--- src/rtl/sp_pkg.sv ---
`timescale 1ns/1ps
// Shared constants and types for the serial port core.
// Assumes a fixed 8-bit character and 16x oversampling.
package sp_pkg;
    localparam int DATA_W     = 8;
    localparam int OVS        = 16;
    localparam int OVS_W      = $clog2(OVS);
    localparam int MID_TICK   = OVS / 2 - 1;   // 8th tick period of a bit
    localparam int DONE_TICK  = 10;            // 11th tick period of the stop bit
    localparam int LOAD_TICKS = 4;             // ticks from write to shifter load

    // Status bit positions (host software decodes these)
    localparam int ST_PE   = 0;
    localparam int ST_FE   = 1;
    localparam int ST_OE   = 2;
    localparam int ST_BRK  = 3;
    localparam int ST_MS   = 4;
    localparam int ST_TC   = 5;
    localparam int ST_TBRE = 6;
    localparam int ST_DR   = 7;

    typedef struct packed {
        logic       dtr;
        logic       rts;
        logic       odd;
        logic       par_en;
        logic       echo;
        logic [1:0] pre_sel;
    } mode_t;

    // Prescale ratio for each select code
    function automatic logic [2:0] pre_ratio(input logic [1:0] sel);
        case (sel)
            2'd0:    return 3'd1;
            2'd1:    return 3'd3;
            2'd2:    return 3'd4;
            default: return 3'd2;
        endcase
    endfunction
endpackage

--- src/rtl/sp_sync.sv ---
`timescale 1ns/1ps
// Multi-bit, multi-stage synchronizer for asynchronous inputs.
// Assumes the inputs idle high, so every stage resets to 1.
module sp_sync #(
    parameter int WIDTH  = 3,
    parameter int STAGES = 2
) (
    input  logic             clk,
    input  logic             rst_n,
    input  logic [WIDTH-1:0] d,
    output logic [WIDTH-1:0] q
);
    logic [WIDTH-1:0] stage [STAGES];

    genvar gi;
    generate
        for (gi = 0; gi < STAGES; gi++) begin : g_stage
            // Shift one stage of the synchronizer chain
            always_ff @(posedge clk) begin
                if (!rst_n)
                    stage[gi] <= '1;
                else if (gi == 0)
                    stage[gi] <= d;
                else
                    stage[gi] <= stage[(gi == 0) ? 0 : gi - 1];
            end
        end
    endgenerate

    assign q = stage[STAGES-1];
endmodule

--- src/rtl/sp_baud_gen.sv ---
`timescale 1ns/1ps
// Oversampling tick generator: prescaler then divide-by-(N+1).
// Assumes 'run' stays low until the mode has been programmed.
module sp_baud_gen import sp_pkg::*; #(
    parameter int DIV_W = 7
) (
    input  logic             clk,
    input  logic             rst_n,
    input  logic             run,
    input  logic [1:0]       pre_sel,
    input  logic [DIV_W-1:0] div,
    output logic             tick
);
    logic [2:0]       pre_cnt;
    logic [DIV_W-1:0] div_cnt;
    logic             pre_hit;

    assign pre_hit = (pre_cnt >= pre_ratio(pre_sel) - 3'd1);

    // Count prescaler and divider; emit one-clock tick at divider wrap
    always_ff @(posedge clk) begin
        if (!rst_n || !run) begin
            pre_cnt <= '0;
            div_cnt <= '0;
            tick    <= 1'b0;
        end else begin
            pre_cnt <= pre_hit ? 3'd0 : pre_cnt + 3'd1;
            if (pre_hit)
                div_cnt <= (div_cnt >= div) ? '0 : div_cnt + 1'b1;
            tick <= pre_hit && (div_cnt >= div);
        end
    end
endmodule

--- src/rtl/sp_tx.sv ---
`timescale 1ns/1ps
// Transmitter: holding register, settle counter and frame shifter.
// Assumes 'load' is a single-cycle pulse and 'cts' is synchronized.
module sp_tx import sp_pkg::*; (
    input  logic              clk,
    input  logic              rst_n,
    input  logic              tick,
    input  logic              load,
    input  logic [DATA_W-1:0] data,
    input  logic              par_en,
    input  logic              odd,
    input  logic              cts,
    output logic              line,
    output logic              hold_empty,
    output logic              busy
);
    localparam int FRM_W = DATA_W + 2;
    localparam int CNT_W = $clog2(FRM_W + 1);
    localparam logic [OVS_W-1:0] SUB_LAST = OVS_W'(OVS - 1);
    localparam logic [2:0]       SETTLE_GO = 3'(LOAD_TICKS - 1);
    localparam logic [2:0]       SETTLE_MAX = 3'(LOAD_TICKS);

    logic [DATA_W-1:0] hold;
    logic              hold_full;
    logic [2:0]        settle;
    logic [FRM_W-1:0]  frm;
    logic [CNT_W-1:0]  left;
    logic [OVS_W-1:0]  sub;
    logic              start_ok;

    assign start_ok   = tick && hold_full && !busy && cts && (settle >= SETTLE_GO);
    assign hold_empty = !hold_full;

    // Holding register and the tick count since the last write
    always_ff @(posedge clk) begin
        if (!rst_n) begin
            hold      <= '0;
            hold_full <= 1'b0;
            settle    <= '0;
        end else if (load) begin
            hold      <= data;
            hold_full <= 1'b1;
            settle    <= '0;
        end else if (start_ok) begin
            hold_full <= 1'b0;
        end else if (tick && hold_full && settle < SETTLE_MAX) begin
            settle <= settle + 3'd1;
        end
    end

    // Frame shifter: start bit, data LSB first, parity, stop
    always_ff @(posedge clk) begin
        if (!rst_n) begin
            frm  <= '1;
            left <= '0;
            sub  <= '0;
            busy <= 1'b0;
            line <= 1'b1;
        end else if (start_ok && !load) begin
            frm  <= par_en ? {1'b1, (^hold) ^ odd, hold} : {2'b11, hold};
            left <= par_en ? CNT_W'(FRM_W) : CNT_W'(FRM_W - 1);
            sub  <= '0;
            busy <= 1'b1;
            line <= 1'b0;
        end else if (busy && tick) begin
            sub <= sub + 1'b1;
            if (sub == SUB_LAST) begin
                if (left == '0) begin
                    busy <= 1'b0;
                    line <= 1'b1;
                end else begin
                    line <= frm[0];
                    frm  <= {1'b1, frm[FRM_W-1:1]};
                    left <= left - 1'b1;
                end
            end
        end
    end
endmodule

--- src/rtl/sp_rx.sv ---
`timescale 1ns/1ps
// Receiver: start-edge hunt, mid-bit sampling, error evaluation.
// Assumes 'line' is already synchronized to clk.
module sp_rx import sp_pkg::*; (
    input  logic              clk,
    input  logic              rst_n,
    input  logic              tick,
    input  logic              line,
    input  logic              par_en,
    input  logic              odd,
    output logic              done,
    output logic [DATA_W-1:0] data,
    output logic              pe,
    output logic              fe,
    output logic              brk
);
    localparam logic [OVS_W-1:0] SUB_MID  = OVS_W'(MID_TICK);
    localparam logic [OVS_W-1:0] SUB_LAST = OVS_W'(OVS - 1);
    localparam logic [OVS_W-1:0] SUB_DONE = OVS_W'(DONE_TICK);

    logic             prev, active, par_s, stop_s, any_one;
    logic [OVS_W-1:0] sub;
    logic [3:0]       idx, stop_idx;

    assign stop_idx = par_en ? 4'(DATA_W + 2) : 4'(DATA_W + 1);

    // Track line, sample bits, and report a completed character
    always_ff @(posedge clk) begin
        if (!rst_n) begin
            prev <= 1'b1;  active <= 1'b0;  sub <= '0;  idx <= '0;
            data <= '0;  par_s <= 1'b0;  stop_s <= 1'b1;  any_one <= 1'b0;
            done <= 1'b0;  pe <= 1'b0;  fe <= 1'b0;  brk <= 1'b0;
        end else begin
            prev <= line;
            done <= 1'b0;
            if (!active) begin
                if (prev && !line) begin
                    active  <= 1'b1;
                    sub     <= '0;
                    idx     <= '0;
                    any_one <= 1'b0;
                end
            end else if (tick) begin
                sub <= sub + 1'b1;
                if (sub == SUB_MID) begin
                    if (idx == 4'd0) begin
                        if (line) active <= 1'b0;
                    end else begin
                        any_one <= any_one | line;
                        if (idx <= 4'(DATA_W))
                            data <= {line, data[DATA_W-1:1]};
                        else if (idx == stop_idx)
                            stop_s <= line;
                        else
                            par_s <= line;
                    end
                end
                if (sub == SUB_LAST)
                    idx <= idx + 4'd1;
                if (idx == stop_idx && sub == SUB_DONE) begin
                    active <= 1'b0;
                    done   <= 1'b1;
                    fe     <= !stop_s;
                    pe     <= par_en && (par_s != ((^data) ^ odd));
                    brk    <= !any_one;
                end
            end
        end
    end
endmodule

--- src/rtl/serial_port_core.sv ---
`timescale 1ns/1ps
// Serial port core top: register port, status flags, echo routing.
// Assumes single-cycle strobes qualified by sel; rdata is combinational.
module serial_port_core import sp_pkg::*; #(
    parameter int DIV_W       = 7,
    parameter int SYNC_STAGES = 2
) (
    input  logic       clk,
    input  logic       rst_n,
    input  logic       sel,
    input  logic       addr,
    input  logic       wr_stb,
    input  logic       rd_stb,
    input  logic [7:0] wdata,
    output logic [7:0] rdata,
    input  logic       sdi,
    output logic       sdo,
    input  logic       cts,
    input  logic       dsr,
    output logic       rts,
    output logic       dtr,
    output logic       intr,
    output logic       baud_tick
);
    mode_t             mode_q;
    logic [DIV_W-1:0]  div_q;
    logic              cfg_q;
    logic [2:0]        sync_q;
    logic              sdi_s, cts_s, dsr_s, cts_d, dsr_d, ms_evt;
    logic              tx_line, tx_hold_empty, tx_busy, tx_load;
    logic              rx_done, rx_pe, rx_fe, rx_brk;
    logic [DATA_W-1:0] rx_data, rx_buf;
    logic              dr_q, pe_q, fe_q, oe_q, brk_q, ms_q;
    logic              rd_data, rd_stat;
    logic [7:0]        status_w;

    assign rd_data = sel && rd_stb && !addr;
    assign rd_stat = sel && rd_stb && addr;
    assign tx_load = sel && wr_stb && !addr && !mode_q.echo;

    sp_sync #(.WIDTH(3), .STAGES(SYNC_STAGES)) u_sync (
        .clk(clk), .rst_n(rst_n), .d({sdi, cts, dsr}), .q(sync_q)
    );
    assign {sdi_s, cts_s, dsr_s} = sync_q;

    // Mode and divider registers written through address 1
    always_ff @(posedge clk) begin
        if (!rst_n) begin
            mode_q <= '0;
            div_q  <= '0;
            cfg_q  <= 1'b0;
        end else if (sel && wr_stb && addr) begin
            if (wdata[7]) begin
                div_q <= wdata[DIV_W-1:0];
            end else begin
                mode_q <= mode_t'(wdata[6:0]);
                cfg_q  <= 1'b1;
            end
        end
    end

    sp_baud_gen #(.DIV_W(DIV_W)) u_baud (
        .clk(clk), .rst_n(rst_n), .run(cfg_q), .pre_sel(mode_q.pre_sel),
        .div(div_q), .tick(baud_tick)
    );

    sp_tx u_tx (
        .clk(clk), .rst_n(rst_n), .tick(baud_tick), .load(tx_load),
        .data(wdata), .par_en(mode_q.par_en), .odd(mode_q.odd), .cts(cts_s),
        .line(tx_line), .hold_empty(tx_hold_empty), .busy(tx_busy)
    );

    sp_rx u_rx (
        .clk(clk), .rst_n(rst_n), .tick(baud_tick), .line(sdi_s),
        .par_en(mode_q.par_en), .odd(mode_q.odd), .done(rx_done),
        .data(rx_data), .pe(rx_pe), .fe(rx_fe), .brk(rx_brk)
    );

    assign ms_evt = (cts_s != cts_d) || (dsr_s != dsr_d);

    // Status flags: clears from reads, sets from events (sets win)
    always_ff @(posedge clk) begin
        if (!rst_n) begin
            dr_q <= 1'b0; pe_q <= 1'b0; fe_q <= 1'b0; oe_q <= 1'b0;
            brk_q <= 1'b0; ms_q <= 1'b0; rx_buf <= '0;
            cts_d <= 1'b1; dsr_d <= 1'b1;
        end else begin
            cts_d <= cts_s;
            dsr_d <= dsr_s;
            if (rd_data) dr_q <= 1'b0;
            if (rd_stat) begin
                pe_q <= 1'b0; fe_q <= 1'b0; oe_q <= 1'b0;
                brk_q <= 1'b0; ms_q <= 1'b0;
            end
            if (ms_evt) ms_q <= 1'b1;
            if (rx_done) begin
                rx_buf <= rx_data;
                dr_q   <= 1'b1;
                if (dr_q && !rd_data) oe_q <= 1'b1;
                if (rx_pe)  pe_q  <= 1'b1;
                if (rx_fe)  fe_q  <= 1'b1;
                if (rx_brk) brk_q <= 1'b1;
            end
        end
    end

    // Assemble the status byte at its fixed bit positions
    always_comb begin
        status_w           = '0;
        status_w[ST_PE]    = pe_q;
        status_w[ST_FE]    = fe_q;
        status_w[ST_OE]    = oe_q;
        status_w[ST_BRK]   = brk_q;
        status_w[ST_MS]    = ms_q;
        status_w[ST_TC]    = tx_hold_empty && !tx_busy;
        status_w[ST_TBRE]  = tx_hold_empty;
        status_w[ST_DR]    = dr_q;
    end

    assign rdata = addr ? status_w : rx_buf;
    assign sdo   = mode_q.echo ? sdi : tx_line;
    assign rts   = mode_q.rts;
    assign dtr   = mode_q.dtr;
    assign intr  = dr_q | pe_q | fe_q | oe_q | brk_q | ms_q;
endmodule

--- config.mk ---
export PLATFORM = sky130hd
export DESIGN_NAME = serial_port_core
export DESIGN_NICKNAME = d
export VERILOG_FILES = /design/src/rtl/sp_pkg.sv /design/src/rtl/sp_sync.sv /design/src/rtl/sp_baud_gen.sv /design/src/rtl/sp_tx.sv /design/src/rtl/sp_rx.sv /design/src/rtl/serial_port_core.sv
export SDC_FILE = /design/constraint.sdc
export NUM_CORES = 1
export LEC_CHECK = 0
export BUFFER_PORTS_ARGS = -buffer_cell sky130_fd_sc_hd__buf_4
export CAP_MARGIN = 20
export CELL_PAD_IN_SITES_DETAIL_PLACEMENT = 0
export CELL_PAD_IN_SITES_GLOBAL_PLACEMENT = 1
export CORE_ASPECT_RATIO = 0.8
export CORE_MARGIN = 2
export CORE_UTILIZATION = 50
export CTS_CLUSTER_SIZE = 10
export DETAILED_ROUTE_END_ITERATION = 8
export GPL_TIMING_DRIVEN = 0
export PLACE_DENSITY_LB_ADDON = 0.12
export SYNTH_ARGS = -nofsm -noshare
export SYNTH_HDL_FRONTEND = slang
export SYNTH_SLANG_ARGS = --single-unit
--- constraint.sdc ---
create_clock -name clk -period 6.64 [get_ports clk]
set_input_delay 0.332 -clock clk [delete_from_list [all_inputs] [get_ports clk]]
set_output_delay 0.332 -clock clk [all_outputs]
set_load 0.05 [all_outputs]
# == After elaboration in Yosys (flattened, before gate mapping) ==
# Memories as Yosys holds them, arrays and structs flattened.
# Cells that the tools add are included.
# word_totals
wordCells,210
output_inout_bits,13
mem_count,1
ff_bits,99
in_bits,17
ram_bits,6
# memory_table
memory,depth,word_bits,read_ports,rd_clocked_by_memory_dff,write_ports,line,rtl
u_sync.stage,2,3,2,0,2,sp_sync.sv:13,logic [WIDTH-1:0] stage [STAGES];
# classes
bitwise_logic,16
eq_ne,15
mux,63
addsub,8
reduce_logical,62
n_lt_le_gt_ge,5
# ops
op,n
1-bit two-way mux,42
10-bit two-way mux,4
4-bit two-way mux,10
1-bit logical AND,20
8-bit parity,2
3-bit AND reduction,5
2-bit nonzero test,7
"4-bit by 1-bit adder with 4-bit output, second input constant",3
"4-bit equality test, second input constant",3
6-bit AND reduction,2
1-bit logical NOT,11
2-bit AND reduction,5
9-bit two-way mux,1
3-bit one-hot mux with 3 select lines,1
4-bit logical NOT,2
8-bit two-way mux,1
"2-bit inequality test, second input constant",4
1-bit OR,8
"7-bit by 1-bit adder with 7-bit output, second input constant",1
7-bit >= comparator,1
7-bit two-way mux,1
"3-bit by 1-bit adder with 3-bit output, second input constant",2
3-bit two-way mux,2
1-bit NOT,6
other kinds (19),25

# == Longest topological paths before layout ==
# Gate-level depths: netlist of run 1.
# logic_depth
word_depth,7
depth_mapped,10
mapped_depth_nobuf,9

# == Modules after synthesis ==
# Synthesis of run 1 repeated with hierarchy kept, for this count alone.
# unflattened
cells_unflattened,517
hier_area_um2,4854.7
# modules_own_cells
mod,area_each_um2,instances,cells_each,seq_area_each_um2
sp_tx,1467.7,1,152,620.6
serial_port_core,1229.9,1,132,620.6
sp_rx,1181.1,1,129,500.5
sp_baud_gen,818.3,1,92,220.2
sp_sync,157.7,1,12,120.1

# == Least setup slack after synthesis of run 1 ==
# OpenSTA, ideal clock, no wires.
# synth_path
path_type,flip-flop to flip-flop
startpoint,register mode_q[1] in the netlist's numbering
endpoint,register u_baud.div_cnt[5]
setup_ns,0.074
setup_slack_ns,4.540
required_ns,6.566
t_arrival_ns,2.025
period_less_slack_ns,2.100
path_stages_with_launch,11
path_buffers,1
path_cell_list,dfxtp_1 > inv_1 > ha_1 > o21bai_1 > ha_1 > nand2b_1 > a211oi_1 > or2_1 > clkbuf_1 > nand2_1 > a31oi_1
# synth_between
elab_chain_cells,4
word_cells_on_any_way,6
classes_between,add/sub: 1; order compare: 1; eq/ne: 2; mux: 1; reduce/logical: 1
# synth_rtl
element,line,rtl
from (decl),serial_port_core.sv:25,mode_t mode_q;
from (signal assigned),serial_port_core.sv:56,mode_q <= mode_t'(wdata[6:0]);
"2-bit equality test, or another cell as far along",sp_pkg.sv:33,case (sel)
3-bit one-hot mux with 3 select lines (*),sp_pkg.sv:33,
3-bit by 1-bit subtractor with 3-bit output (*),sp_baud_gen.sv:18,assign pre_hit = (pre_cnt >= pre_ratio(pre_sel) - 3'd1);
3-bit >= comparator (*),sp_baud_gen.sv:18,
to (signal assigned),sp_baud_gen.sv:29,div_cnt <= (div_cnt >= div) ? '0 : div_cnt + 1'b1;
to (decl),sp_baud_gen.sv:15,logic [DIV_W-1:0] div_cnt;
# Mark *: on every way between the ends. The rest lies on a longest branch, timed or not.
# A chain may end at the register's enable or synchronous reset.

# == Worst setup path after layout of run 1 ==
# layout_path
startpoint,register mode_q[0] in the netlist's numbering
endpoint,register u_baud.div_cnt[5]
# The elaborated chain is that of the path after synthesis.

==> metrics.md, run 1 <==
| Metric | Value |
|---|---|
| Worst hold stages | 2 |
| Area Growth Syn to Fin | 13.33% |
| Worst hold slack | around 180 ps |
| CTS H-tree depth | 3 |
| Placed Area | 5191 um2 |
| Global-route wire length before repair | 18,050 um |
| RSZ-0062 raised after global routing | no |
| FF+latch count, synth | 104 |
| Pleak | 2.118 nW |
| Ys Warns | 0 |
| Dpl hpwl | 7796 um |
| Die Ht | 91.86 um |
| Core area | 9529 um2 |
| Period utilization | 37.55% |
| Pint | 0.9470 mW |
| FMAX | 401.1 MHz |
| Final worst slack | about 4100 ps |
| Number of global-route vias before repair | 3,560 |
| R2r setup slk | a little over 4000 ps |
| Syn nets | 584 |
| Critical Path Start Type | flip-flop |
| Root buf cell | clkbuf_16 |
| CP endpoint | u_baud.div_cnt[5] |
| Peak VDD IR | 0.0001434 V |
| R2R Path End | u_baud.div_cnt[5] |
| Die ar. | 10,460 um2 |
| Avg Vias per Cell | between 5 and 6 |
| Setup WS pre-CTS | around 4100 ps |
| DP Cell Count | 689 |
| EDFF count, synth | 0 |
| Initial Util | 50.63% |
| CP max FO | 8 |
| Gpl congestion | between 0.7 and 0.8 |
| WS Path Type | reg2reg |
| Final instance area | 5468 um2 |
| CTS sink count | roughly 100 |
| Drt wl/cell | 15.30 um |
| Drt total wl | 10,760 um |
| Largest net degree at the start of global routing | 16 |
| Crit path from | mode_q[0] |
| Main flop type after synthesis | dfxtp_1 |
| Outcome | finished clean |
| Max stage delay on crit path | 380 ps |
| DIE WIDTH | 113.8 um |
| # IOs | 30 |
| CTS Buffer Depth | 2 |
| Drt first pass iters | 5 |
| # Post-CTS Setup Buffers | 0 |
| Worst rel slew slack | between 50% and 60% |
| Fraction of registers with async set or reset after synthesis | 0% |
| Worst r2r path cells | 10 |
| # fillers | 885 |
| Period minus WS final | 2493 ps |
| Resized Gates After CTS | 0 |
| Crit. path cell count | 10 |
| Max Clock Skew | 6.455 ps |
| Synth top area share | 43.15% |
| Post-Syn Area per Cell | 8.918 um2 |
| # rows | 32 |
| ANT cells | 0 |
| Worst hold path type | in2reg |
| Vias | 3,744 |
| Util after Layout | a little under three fifths |
| DR iter-0 viols | 271 |
| Antenna violations before repair | 0 |
| Power per cell area | 224.3 nW/um2 |
| WP data required | 6910 ps |
| Port bufs | 29 |
| Switching share of power | a little under a quarter |
| Worst-margin pin slew | roughly 710 ps |
| Fin. Hold Viols | 0 |
| Synth area leaders | dfxtp_1 (43%), ha_1 (6.7%), nand2_1 (6.1%) |
| Post-DRT Antenna Nets | 0 |
| Power Total | between 1 and 1.5 mW |
| CTS tree | built |
| CP delay by family, top | compound AO/OA/AOI/OAI gates |
| Num CTS Buffers | 9 |
| Final net count | about 620 |
| FF-to-FF Start | mode_q[0] |
| CP arrival | 2770 ps |
| GRT Total Usage | 21.90% |
| Top cell by count, worst path | ha_1 |
| Final Setup Violations | 0 |
| Buf+Inv Stages, Crit Path | 2 |
| Max Cap Viol | 0 |
| Fin. max-slew vios | 0 |
| Sequential Power Share | 52.0% |
| Slowest-stage cell, CP | dfxtp_1 |
| Residual DRC | 0 |
| Hold_buf cts | 0 |
| Setup_tns | 0 ps |
| Share of layout cells above drive strength 1 | 10.10% |
| Post-synthesis sequential area ratio | between 40% and 50% |
| Layout Cells excl Fill | between 700 and 800 |
| Worst-path cell chain | inv_1 > ha_1 > o21bai_1 > ha_1 > nand2b_1 > a211oi_1 > or2_1 > clkbuf_1 > nand2_1 > a31oi_1 |
| Synth Instances | 541 |
| Gr ovfl total | 0 |
| Cell Area, Synth | 4825 um2 |
| Logic pwr share | 6.3% |
| Library cells used by synthesis | 55 |
| NetSw | around 0.28 mW |
| Leading area contributor after synthesis | dfxtp_1 |
| Clock group share of total power | 41.7% |
| Setup crit end kind | flip-flop |
| Reg clk slew, reported paths | 70 ps |
| Clk_lat worst skew | roughly 340 ps |
## layout make-up
cell class                 count  area (um2)  area share, %
buffer                        19       86.33          1.579
tap                          119       148.9          2.723
timing repair buffer          29       217.7          3.982
clock buffer                  10       229.0          4.188
sequential                   104        2082          38.08
clock inverter                 4       47.55         0.8696
inverter                      24       90.09          1.648
multi-input combinational    394        2566          46.93
## metal layers
| layer | up-vias | share of wire, % | global-route usage (%) | wire length, um |
|---|---|---|---|---|
| met5 | - | 0 | 0 | 0 |
| met1 | 1758 | 51 | 31.96 | 5440 |
| met2 | 59 | 44 | 33.63 | 4727 |
| met4 | 0 | 1.0 | 5.183 | 109 |
| li1 | 1918 | - | - | - |
| met3 | 9 | 4.5 | 4.032 | 479 |
## worst reg2reg max path, cell delays in order (launching register included)
cell and delay (ps):
dfxtp_1 380, inv_1 100, ha_1 200, o21bai_1 150
ha_1 250, nand2b_1 140, a211oi_1 350, or2_1 160
clkbuf_1 310, nand2_1 200, a31oi_1 190
## state kept, by name, indices dropped and copies added (netlist names), 3 cells and up
signal and flops:
u_sync.stage 6, div_q 7, u_rx.idx 4, u_tx.hold 8
u_tx.frm 9, u_rx.sub 4, u_tx.sub 4, rx_buf 8
u_baud.div_cnt 7, u_baud.pre_cnt 3, u_tx.left 4, u_tx.settle 3
mode_q 5, u_rx.data 8
## placed cells by master, fill, tap and decap left out, types with 7 or more instances in the layout
cell type / netlist / routed
dfxtp_1: 104 / 104
nand2_1: 79 / 79
nor2_1: 65 / 65
a21oi_1: 35 / 35
buf_4: 2 / 31
mux2i_1: 27 / 27
ha_1: 26 / 26
inv_1: 24 / 24
xnor2_1: 19 / 19
nand3_1: 17 / 17
clkbuf_1: 14 / 15
nand2b_1: 14 / 14
clkbuf_16: 0 / 9
mux2_2: 8 / 8
mux2_1: 8 / 8
a31oi_1: 8 / 8
o21ai_1: 7 / 7
## kinds of logic (layout without fill, tap and decap cells)
family	after synthesis	in the layout	share of synthesized area [%]
buffers and inverters	43	86	3.657
xor gates and xnor gates	26	26	5.290
adders and majority gates	26	26	6.743
AOI/OAI and AO/OA	77	77	10.04
DFF	104	104	43.15
and+or+nand+nor	222	222	21.78
muxes	43	43	9.336
## how the worst min path moves through the flow
| stage | from | to | slack, ps |
|---|---|---|---|
| after floorplan | u_sync.stage[0][0] | u_sync.stage[1][0] | 390 |
| after global placement | u_sync.stage[0][2] | u_sync.stage[1][2] | 390 |
| after detailed placement | u_sync.stage[0][2] | u_sync.stage[1][2] | 390 |
| after CTS | dsr | u_sync.stage[0][0] | 170 |
| after global routing | dsr | u_sync.stage[0][0] | 190 |
| final | cts | u_sync.stage[0][1] | 180 |
## synth_stat cells, types with 2 or more instances
library cell,instances
and2_1,4
a22oi_1,4
a21oi_1,35
nand2b_1,14
and3b_1,2
nor2b_1,3
and3_1,3
mux2_2,8
dfxtp_1,104
nor3b_1,3
buf_4,2
nand3_1,17
buf_1,2
xnor3_1,2
nand2_1,79
clkbuf_1,14
nor3_2,2
nand4_1,5
o21ai_0,6
mux2_1,8
a31oi_1,8
ha_1,26
inv_1,24
nand3b_1,3
mux2i_1,27
nor3_1,5
xor2_1,5
xnor2_1,19
nor2_1,65
a211oi_1,4
nor4_1,3
o21ai_1,7
or2_1,5
a41oi_1,2
## power groups by stage
stage	logic (mW)	registers, mW	clock network (mW)
final	0.0774	0.637	0.511
after global routing	0.0858	0.638	0.541
after CTS	0.0780	0.637	0.523
after detailed placement	0.0776	0.652	0
after global placement	0.0766	0.652	0
after floorplan	0.0482	0.651	0
No activity file was read; power rests on OpenSTA's default activity.
==> run 2: changes to the inputs <==
- CORE_UTILIZATION: 50 -> 46
- clock period: 6.64 -> 2.5 ns (I/O delays scaled with it)
==> metrics.md, run 2 (synthesis gave the netlist of run 1 again) <==
| Metric | Value |
|---|---|
| Fin. max-slew vios | 0 (unchanged) |
| Global-route wire length before repair | 17,840 um (-1.2%) |
| Post-DRT Antenna Nets | 0 (unchanged) |
| Num CTS Buffers | 9 (unchanged) |
| DR iter-0 viols | 291 (+7.4%) |
| CP max FO | 8 (unchanged) |
| Die ar. | 11,330 um2 (+8.3%) |
| Number of global-route vias before repair | 3,621 (+1.7%) |
| CTS tree | built |
| Drt wl/cell | 14.65 um (-4.3%) |
| Number of flip-flops in the largest register | 9 (unchanged) |
| CP endpoint | u_baud.div_cnt[3] |
| Share of layout cells above drive strength 1 | 10.20% (+0.10 points) |
| CTS Buffer Depth | 2 (unchanged) |
| Final Setup Violations | 0 (unchanged) |
| CTS sink count | 104 (unchanged) |
| Area Growth Syn to Fin | 15.40% |
| NetSw | 0.7590 mW (+170%) |
| Clk_lat worst skew | 340 ps (about the same) |
| Period utilization | 92.31% (+55 points) |
| Drt total wl | 10,670 um (-0.85%) |
| Drt first pass iters | 5 (unchanged) |
| Crit path from | mode_q[1] |
| Port bufs | 29 (unchanged) |
| WS Path Type | reg2reg |
| Outcome | finished clean |
| CP arrival | 2580 ps (-190 ps) |
| # IOs | 30 (unchanged) |
| Residual DRC | 0 (unchanged) |
| Final net count | 626 (+0.32%) |
| Max Cap Viol | 0 (unchanged) |
| Worst-margin pin slew | 741.8 ps (+28.00 ps) |
| Sequential Power Share | 49.4% (-2.6 points) |
| Layout Cells excl Fill | 728 (+3.6%) |
| Avg Vias per Cell | 5.169 (-2.9%) |
| GRT Total Usage | 20.06% (-1.8 points) |
| DIE WIDTH | 118.5 um (+4.1%) |
| WP data required | 2780 ps (-4130 ps) |
| FMAX | 433.3 MHz (+8.0%) |
| Core area | 10,240 um2 (+7.5%) |
| Logic pwr share | 6.1% (-0.2 points) |
| Vias | 3,763 (+0.51%) |
| Placed Area | 5218 um2 (+0.51%) |
| Period minus WS final | 2308 ps (-185.3 ps) |
| DP Cell Count | 710 (+3.0%) |
| Reg clk slew, reported paths | 70 ps (about the same) |
| Root buf cell | clkbuf_16 |
| CTS H-tree depth | 3 (unchanged) |
| Fin. Hold Viols | 0 (unchanged) |
| Worst r2r path cells | 9 (-1) |
| Resized Gates After CTS | 0 (unchanged) |
| Peak VDD IR | 0.0004171 V (+190%) |
| R2r setup slk | 190 ps (-3950 ps) |
| Commonest non-fill, non-tap cells in the layout | dfxtp_1 (104), nand2_1 (79), nor2_1 (65) |
| FF-to-FF Start | mode_q[1] |
| Reg with most FFs | u_tx.frm |
| Critical Path Start Type | flip-flop |
| R2R Path End | u_baud.div_cnt[3] |
| # rows | 33 (+3.1%) |
| Die Ht | 95.60 um (+4.1%) |
| Clock group share of total power | 44.5% (+2.8 points) |
| Initial Util | 47.12% (-3.5 points) |
| RSZ-0062 raised after global routing | no |
| ANT cells | 0 (unchanged) |
| Pint | 2.665 mW (+180%) |
| Dpl hpwl | 7821 um (+0.32%) |
| Power per cell area | 615.0 nW/um2 (+170%) |
| Gr ovfl total | 0 (unchanged) |
| Most common cell after layout, fill and taps aside | dfxtp_1 |
| Antenna violations before repair | 0 (unchanged) |
| Setup crit end kind | flip-flop |
| Max Clock Skew | 8.245 ps (+1.790 ps) |
| Setup_tns | 0 ps (unchanged) |
| Pleak | 2.152 nW (+1.6%) |
| Switching share of power | 22.17% (-0.60 points) |
| Worst hold path type | in2reg |
| Final instance area | 5568 um2 (+1.8%) |
| Gpl congestion | 0.8039 (+2.8%) |
| Worst rel slew slack | 50.55% (-1.9 points) |
| Largest net degree at the start of global routing | 17 (+1) |
## run 2: cell count changes in the layout (fill, tap and decap cells not counted), sizes merged
cell         change
clkinvlp         -1
clkbuf           +1
bufinv           +1
dlygate4sd3      +3
## run 2: routing by layer
metal	track usage, %	share of wire [%]	up-vias
met1	27.78	52	1753
li1	-	-	1928
met3	3.768	4.1	9
met5	0	0	-
met4	5.952	1.3	0
met2	32.08	42	73
## run 2: power groups by stage
stage	logic, mW	clock network, mW	registers [mW]
2_1_floorplan	0.128	0	1.73
3_3_place_gp	0.204	0	1.73
3_5_place_dp	0.205	0	1.73
4_1_cts	0.210	1.56	1.69
5_1_grt	0.227	1.62	1.70
6_report	0.208	1.52	1.69
## run 2: repair_timing
item	4_1_cts	5_1_grt
endpoints found under the setup margin	0	4
hold endpoints to repair	3	0
hold buffers	3	0
buffers inserted	0	0
## run 2: how the worst min path moves through the flow
stage	endpoint	start	slack, ps	depth (start not counted)
6_report	div_q[4]	wdata[4]	40	3
5_1_grt	div_q[4]	wdata[4]	50	3
4_1_cts	dtr	wdata[6]	40	3
3_5_place_dp	u_sync.stage[0][0]	dsr	320	2
3_3_place_gp	u_sync.stage[0][0]	dsr	320	2
2_1_floorplan	u_sync.stage[0][0]	dsr	230	1
## run 2: area by class of cell
type | count | area, um2
Fill cell | 1007 | 4672
Multi-Input combinational cell | 394 | 2566
Sequential cell | 104 | 2082
Timing Repair Buffer | 32 | 247.7
Clock buffer | 12 | 246.5
Tap cell | 140 | 175.2
Inverter | 24 | 90.09
Buffer | 18 | 82.58
Clock inverter | 4 | 77.57
## run 2: critical path: stages (launching register included)
cell and delay, ps:
dfxtp_1 410, inv_1 80, ha_1 180, o21bai_1 150, ha_1 260, nand2b_1 140
a211oi_1 340, or2_1 330, nand2_1 180, a31oi_1 180
## run 2: stage by stage
stage          hold slack, ps  power (mW)  setup slack (ps)  util, %
2_1_floorplan           226.5       1.856             400.4        -
3_3_place_gp            315.3       1.935             98.52    50.95
6_report                41.86       3.424             192.2    54.37
4_1_cts                 36.13       3.465             42.75    54.41
5_1_grt                 45.51       3.539             7.729    54.37
3_5_place_dp            324.6       1.936             61.14    50.95
